File: src/rtl/cfgrb_pkg.sv
package cfgrb_pkg;
  // Control register field positions decoded by software
  localparam int SPM_EN_BIT  = 0;
  localparam int LOCK_RD_BIT = 3;
  localparam int CTL_W       = 8;

  function automatic logic [CTL_W-1:0] ctl_image(input logic armed);
    logic [CTL_W-1:0] v;
    v = '0;
    v[SPM_EN_BIT]  = armed;
    v[LOCK_RD_BIT] = armed;
    return v;
  endfunction
endpackage

File: src/rtl/cfgrb_window.sv
module cfgrb_window #(
  parameter int LD_WIN = 3,
  parameter int ST_WIN = 4
) (
  input  logic clk,
  input  logic rst,
  input  logic wr_ok,
  input  logic arm_val,
  input  logic ld_req,
  input  logic ld_hit,
  input  logic st_req,
  output logic armed,
  output logic in_ld_win
);
  localparam int CW = $clog2(ST_WIN + 1);

  logic [CW-1:0] cnt;
  logic          ld_seen;
  logic          ld_expire;
  logic          st_expire;
  logic          finish;

  assign in_ld_win = armed && (cnt < CW'(LD_WIN));
  assign ld_expire = (cnt == CW'(LD_WIN - 1)) && !ld_seen && !ld_req;
  assign st_expire = (cnt == CW'(ST_WIN - 1));
  assign finish    = ld_hit || st_req || ld_expire || st_expire;

  always_ff @(posedge clk) begin
    if (rst) begin
      armed   <= 1'b0;
      cnt     <= '0;
      ld_seen <= 1'b0;
    end else if (wr_ok) begin
      armed   <= arm_val;
      cnt     <= '0;
      ld_seen <= 1'b0;
    end else if (armed) begin
      if (finish) begin
        armed   <= 1'b0;
        cnt     <= '0;
        ld_seen <= 1'b0;
      end else begin
        cnt     <= cnt + 1'b1;
        ld_seen <= ld_seen || ld_req;
      end
    end
  end

  p_cnt_bound_r7: assert property (@(posedge clk) disable iff (rst)
    armed |-> (cnt < CW'(ST_WIN)));

  p_rearm_restart_r11: assert property (@(posedge clk) disable iff (rst)
    (wr_ok && arm_val) |=> (armed && cnt == '0));

  p_hit_clears_r5: assert property (@(posedge clk) disable iff (rst)
    (ld_hit && !wr_ok) |=> !armed);

  p_store_clears_r7: assert property (@(posedge clk) disable iff (rst)
    (armed && st_req && !wr_ok) |=> !armed);
endmodule

File: src/rtl/cfgrb_select.sv
module cfgrb_select #(
  parameter int DW  = 8,
  parameter int LKW = 2
) (
  input  logic           clk,
  input  logic           rst,
  input  logic           hit,
  input  logic           pick_fuse,
  input  logic [LKW-1:0] lock_val,
  input  logic [DW-1:0]  fuse_val,
  input  logic [DW-1:0]  flash_rdata,
  output logic [DW-1:0]  ld_data,
  output logic           ld_redirect
);
  logic [DW-1:0] lock_word;
  logic [DW-1:0] nxt;

  assign lock_word = {{(DW-LKW){1'b0}}, lock_val};

  always_comb begin
    if (!hit)          nxt = flash_rdata;
    else if (pick_fuse) nxt = fuse_val;
    else                nxt = lock_word;
  end

  always_ff @(posedge clk) begin
    if (rst) begin
      ld_data     <= '0;
      ld_redirect <= 1'b0;
    end else begin
      ld_data     <= nxt;
      ld_redirect <= hit;
    end
  end

  p_redirect_cause_r12: assert property (@(posedge clk) disable iff (rst)
    ld_redirect |-> $past(hit));
endmodule

File: src/rtl/cfg_readback_ctrl.sv
module cfg_readback_ctrl #(
  parameter int DW        = 8,
  parameter int LKW       = 2,
  parameter int ZW        = 16,
  parameter int LD_WIN    = 3,
  parameter int ST_WIN    = 4,
  parameter int LOCK_ADDR = 1,
  parameter int FUSE_ADDR = 0
) (
  input  logic                        clk,
  input  logic                        rst,
  input  logic                        ctl_wr,
  input  logic [cfgrb_pkg::CTL_W-1:0] ctl_wdata,
  output logic [cfgrb_pkg::CTL_W-1:0] ctl_rdata,
  input  logic [ZW-1:0]               zptr,
  input  logic                        ld_req,
  input  logic                        st_req,
  input  logic                        ee_busy,
  input  logic [LKW-1:0]              lock_val,
  input  logic [DW-1:0]               fuse_val,
  input  logic [DW-1:0]               flash_rdata,
  output logic [DW-1:0]               ld_data,
  output logic                        ld_redirect
);
  import cfgrb_pkg::*;

  logic wr_ok, arm_val, armed, in_ld_win;
  logic z_lock, z_fuse, hit;

  assign wr_ok   = ctl_wr && !ee_busy;
  assign arm_val = ctl_wdata[SPM_EN_BIT] && ctl_wdata[LOCK_RD_BIT];
  assign z_lock  = (zptr == ZW'(LOCK_ADDR));
  assign z_fuse  = (zptr == ZW'(FUSE_ADDR));
  assign hit     = in_ld_win && !ee_busy && ld_req && (z_lock || z_fuse);
  assign ctl_rdata = ctl_image(armed);

  cfgrb_window #(.LD_WIN(LD_WIN), .ST_WIN(ST_WIN)) u_win (
    .clk(clk), .rst(rst), .wr_ok(wr_ok), .arm_val(arm_val),
    .ld_req(ld_req), .ld_hit(hit), .st_req(st_req),
    .armed(armed), .in_ld_win(in_ld_win)
  );

  cfgrb_select #(.DW(DW), .LKW(LKW)) u_sel (
    .clk(clk), .rst(rst), .hit(hit), .pick_fuse(z_fuse),
    .lock_val(lock_val), .fuse_val(fuse_val), .flash_rdata(flash_rdata),
    .ld_data(ld_data), .ld_redirect(ld_redirect)
  );

  p_busy_no_arm_r9: assert property (@(posedge clk) disable iff (rst)
    (ee_busy && !armed) |=> !armed);

  p_busy_flash_r9: assert property (@(posedge clk) disable iff (rst)
    (ee_busy && ld_req) |=> (!ld_redirect && ld_data == $past(flash_rdata)));

  p_idle_flash_r10: assert property (@(posedge clk) disable iff (rst)
    (!armed && ld_req) |=> (!ld_redirect && ld_data == $past(flash_rdata)));
endmodule

File: config.mk
export PLATFORM = sky130hd
export DESIGN_NAME = cfg_readback_ctrl
export DESIGN_NICKNAME = d
export VERILOG_FILES = /design/src/rtl/cfgrb_pkg.sv /design/src/rtl/cfgrb_window.sv /design/src/rtl/cfgrb_select.sv /design/src/rtl/cfg_readback_ctrl.sv
export SDC_FILE = /design/constraint.sdc
export NUM_CORES = 1
export LEC_CHECK = 0
export CORE_ASPECT_RATIO = 0.9
export CORE_MARGIN = 2
export CORE_UTILIZATION = 28
export CTS_CLUSTER_SIZE = 8
export DETAILED_ROUTE_END_ITERATION = 12
export PLACE_DENSITY = 0.73
export SLEW_MARGIN = 20
export SYNTH_ARGS = -nofsm -noshare
export SYNTH_HDL_FRONTEND = slang
export SYNTH_SLANG_ARGS = --single-unit
File: constraint.sdc
create_clock -name clk -period 1.5 [get_ports clk]
set_input_delay 0.45 -clock clk [delete_from_list [all_inputs] [get_ports clk]]
set_output_delay 0.45 -clock clk [all_outputs]
set_load 0.05 [all_outputs]
### After elaboration in Yosys (flattened, before gate mapping)

Cells that the tools add are included.
Widths: inputs -> output; s select.

* word-level logic and storage cells: 35
* output and inout bits: 17
* bits in registers: 14

* add/subtract/negate cells: 1
* magnitude comparators: 1
* reduce and logical (&&, ||, !) cells: 18
* multiplexer cells: 7
* equal/unequal tests: 3

Operators by type and width (number)
* $eq 16x1->1 const B: 1
* $logic_not 16->1: 1
* $mux 8: 2
* $logic_and 1x1->1: 8
* $eq 3x2->1 const B: 2
* $logic_or 1x1->1: 5
* $mux 1: 4
* $add 3x1->3 const B: 1
* $logic_not 1->1: 3
* $lt 3x2->1 const B: 1
* $mux 3: 1
* $reduce_or 2->1: 1

### Longest topological paths before layout

* word-level depth: 11
* depth in mapped cells: 6

### Hierarchy

Synthesis repeated with hierarchy kept, for this count alone.

* cell total of the unflattened synthesis: 84
* area total of the unflattened synthesis: 763.2 um^2

Modules (own cells, without submodules)
* cfgrb_select: cells an instance 37, times used 1, area each 354.1 um^2, sequential area each 180.2 um^2
* cfgrb_window: cells an instance 28, times used 1, area each 279.0 um^2, sequential area each 100.1 um^2
* cfg_readback_ctrl: cells an instance 19, times used 1, area each 130.1 um^2, sequential area each 0.0 um^2

### Worst setup path before layout

No wires, ideal clock.

* kind: reg-to-reg
* from: reg u_win.cnt[0]
* to: reg u_win.cnt[0]
* buffers on the path: 0
* stages on the path, launching flop included: 6
* arrival: 1.502 ns
* library setup time: 0.074 ns
* clock period less this slack: 1.576 ns
* path slack: -0.076 ns
* cell sequence: dfxtp_1 > ha_1 > ha_1 > or2_2 > a2111o_1 > o21ai_0

* word-level cells in the longest chain between the ends: 9
* elaborated cells on any way between the ends: 14

RTL lines
* from (decl): line cfgrb_window.sv:17 `logic [CW-1:0] cnt;`
* from (signal assigned): line cfgrb_window.sv:43 `cnt <= cnt + 1'b1;`
* $lt 3x2->1: line cfgrb_window.sv:23 `assign in_ld_win = armed && (cnt < CW'(LD_WIN));`
* $logic_and 1x1->1: line cfgrb_window.sv:23
* $logic_and 1x1->1 (3 in series): line cfg_readback_ctrl.sv:34 `assign hit = in_ld_win && !ee_busy && ld_req && (z_lock || z_fuse);`
* $logic_or 1x1->1 (3 in series): line cfgrb_window.sv:26 `assign finish = ld_hit || st_req || ld_expire || st_expire;`
* $mux 3 *: line cfgrb_window.sv:38 `if (finish) begin`

Every way passes the cells marked *; elsewhere a longest branch is shown, timed or not.
A chain may end at the register's enable or synchronous reset.

### Worst setup path in the final report

Same ends and word-level chain as after synthesis.

==> impl_metrics.json <==
{
  "drtAntennaViolNets": 0,
  "muxShareOfSynthArea_pct": 2.70,
  "p_per_area_nw_per_um2": 579,
  "cts_buffers": 3,
  "cts_root_buf": "clkbuf_4",
  "final_common_cell": "clkdlybuf4s50_1",
  "grt_util_met2_pct": 29.9,
  "core_um2": 2490,
  "yosysTopAreaCellShare_pct": 37.8,
  "ys_seq_elements": 14,
  "grt_use_total_pct": 16.9,
  "clk_pin_slew_worst_paths_ns": 0.08,
  "r2r-end": "u_win.cnt[0]",
  "wire_per_inst_um": 13.9,
  "place.gp.congestion": 0.782,
  "fp.dieH_um": 52.8,
  "critPathMostFrequentCell": "ha_4",
  "fin_util_pct": 63.5,
  "fin_ws_ns": -0.00150,
  "arrival_ns": 1.72,
  "first_pass_iters": 4,
  "setup_viol": 1,
  "finalCritPeriodShare_pct": 100,
  "worstSetupEndpointType": "flop",
  "status": "complete, but fails checks",
  "use_met1_pct": 19.1,
  "ctsHoldBuffers": 0,
  "htree_levels": 1,
  "cp_max_fo": 4,
  "async_reset_ff_share_pct": 0,
  "fillers": 215,
  "cts_buffer_depth": 2,
  "grt_pass1_wl_um": 3750,
  "start_util_pct": 29.8,
  "synth_area_leaders": "dfxtp_1 (38%), buf_4 (8.1%), o21ai_0 (6.8%), ha_1 (5.1%), nand2b_1 (5.1%)",
  "critPathLaunch": "u_win.cnt[0]",
  "p_leak_nw": 0.656,
  "final.setup.tns_ns": -0.00150,
  "routed_wl_um": 2470,
  "fmax_ghz": 0.666,
  "endpoint": "u_win.cnt[0]",
  "rr_worst_depth": 5,
  "postSynthCellCount": 82,
  "antenna_found_initial": 0,
  "via_per_inst": 4.80,
  "cts_tree": "done",
  "rsz0062_at_grt": "true",
  "nets": 202,
  "final-hold-violation-count": 0,
  "path_class": "reg -> reg",
  "crit_chain": "ha_4, ha_4, or2_4, a2111o_1, o21ai_1",
  "yosysWarnings": 0,
  "synth_cell_types": 29,
  "synth_edf_count": 0,
  "synthXorXnorAreaFrac_pct": 0,
  "layout_common_cells": "clkdlybuf4s50_1 (23), dlygate4sd2_1 (17), buf_4 (13)",
  "area_growth_pct": 113,
  "ys_seq_area_share_pct": 37.8,
  "reg2reg_slack_ns": -0.001,
  "yosys.area_share.simple_pct": 23.1,
  "critPathMaxStageDelay_ns": 0.40,
  "diodes": 0,
  "clock_skew_ns": 0.00516,
  "vias": 854,
  "critPathRequiredTime_ns": 1.72,
  "met3_usage_pct": 2.96,
  "overflow": 0,
  "ys.flop_type": "dfxtp_1",
  "synth_top_family_by_area": "simple AND/OR/NAND/NOR gates",
  "cap_violations": 0,
  "violations": "setup timing",
  "clock-sinks": 14,
  "num_rows": 17,
  "dpl.hpwl_um": 1850,
  "peakVddDrop_uv": 417,
  "slowest_stage": "a2111o_1",
  "layout-drive-gt1-share_pct": 32.0,
  "hold-path-cell-count": 2,
  "drc": 0,
  "grt_pass1_vias": 830,
  "synthesis.area_um2": 741,
  "io_pins": 65,
  "portBuffers": 52,
  "drv_slew": 0,
  "syn_avg_cell_area_um2": 9.03,
  "synth_top_area_cell": "dfxtp_1",
  "chipWidth_um": 58.2,
  "holdCritPathClass": "reg -> reg",
  "critPathLaunchType": "flop",
  "min_period_ns": 1.50,
  "synth_compound_area_share_pct": 18.4,
  "grt_max_degree": 13,
  "crit_buf_inv": 0,
  "drt-initial-drc-count": 10,
  "cp.depth": 5,
  "grt.busiest_layer": "met2",
  "clock_latency_ns": 0.29,
  "synth_fa_ha_area_share_pct": 5.07,
  "r2r-start": "u_win.cnt[0]",
  "die_area_um2": 3070,
  "hp-start": "u_win.ld_seen",
  "crit_family": "compound AO/OA/AOI/OAI gates"
}
tightest hold or removal path, stage by stage (launching register included):
cell,delay (ns)
dfxtp_1,0.32
a21oi_1,0.11
a2111oi_0,0.07
repair_timing:
| item | in CTS | in global routing |
|---|---|---|
| pin swaps | 11 | 7 |
| setup buffers | 4 | 3 |
| gates cloned | 0 | 0 |
| setup endpoints to repair | 14 | 13 |
| resized for setup | 32 | 12 |
per-stage QoR:
stage                     hold slack [ns]  power (W)  cells  cell area [um^2]  setup slack (ns)
final                               0.539   0.000916    178              1580          -0.00150
after global routing                0.571   0.000954    178              1580           -0.0465
after CTS                           0.538   0.000912    176              1540           -0.0338
after detailed placement            0.525   0.000689    168              1450            -0.515
after global placement              0.526   0.000685    168              1450            -0.468
after floorplan                     0.462   0.000517     87               777          0.000737
cell usage after synthesis (2+ instances only):
master     n
buf_4      8
a211oi_1   2
nand4_1    6
a21oi_1    3
nand2_1    3
inv_1      3
nand2b_1   6
ha_1       3
nor3_1     2
or2_2      2
nor4_1     3
dfxtp_1   14
o21ai_0   10
mux2i_1    2
state kept, by name, summed over array words and instances (netlist names):
name               cells
u_sel.ld_data          8
u_win.cnt              3
u_sel.ld_redirect      1
u_win.armed            1
u_win.ld_seen          1
cells by family (layout without fill, tap and decap cells):
family | count (synthesis) | after routing
and+or+nand+nor | 29 | 29
AOI/OAI and AO/OA | 19 | 19
DFF | 14 | 14
buffers and inverters | 14 | 77
adders and majority gates | 3 | 3
muxes | 2 | 2
other | 1 | 6
per-layer routing:
layer,up-vias,wire length (um)
li1,422,-
met1,384,1010
met2,40,1220
met3,8,131
met4,0,106
met5,-,0
power breakdown:
part,switching (W),leakage (nW),internal [W],total (W)
Sequential,0.00000975,0.116,0.000383,0.000392
Clock,0.000132,0.0150,0.000103,0.000236
Combinational,0.000132,0.525,0.000155,0.000287
worst min path at each step:
stage / endpoint / slack, ns
floorplan: u_win.cnt[0] / 0.46
detailed placement: u_win.ld_seen / 0.53
finish: u_win.ld_seen / 0.54
global placement: u_win.ld_seen / 0.53
global route: u_win.ld_seen / 0.57
CTS: u_win.ld_seen / 0.54
area by class of cell:
type / instances / area [um^2] / share of cell area [%]
clock buffer: 4 / 26.3 / 1.66
inverter: 3 / 11.3 / 0.713
multi-input combinational: 59 / 457 / 28.9
sequential: 14 / 285 / 18.1
tap: 28 / 35.0 / 2.22
timing repair buffer: 70 / 766 / 48.5
No activity file was read; power rests on OpenSTA's default activity.
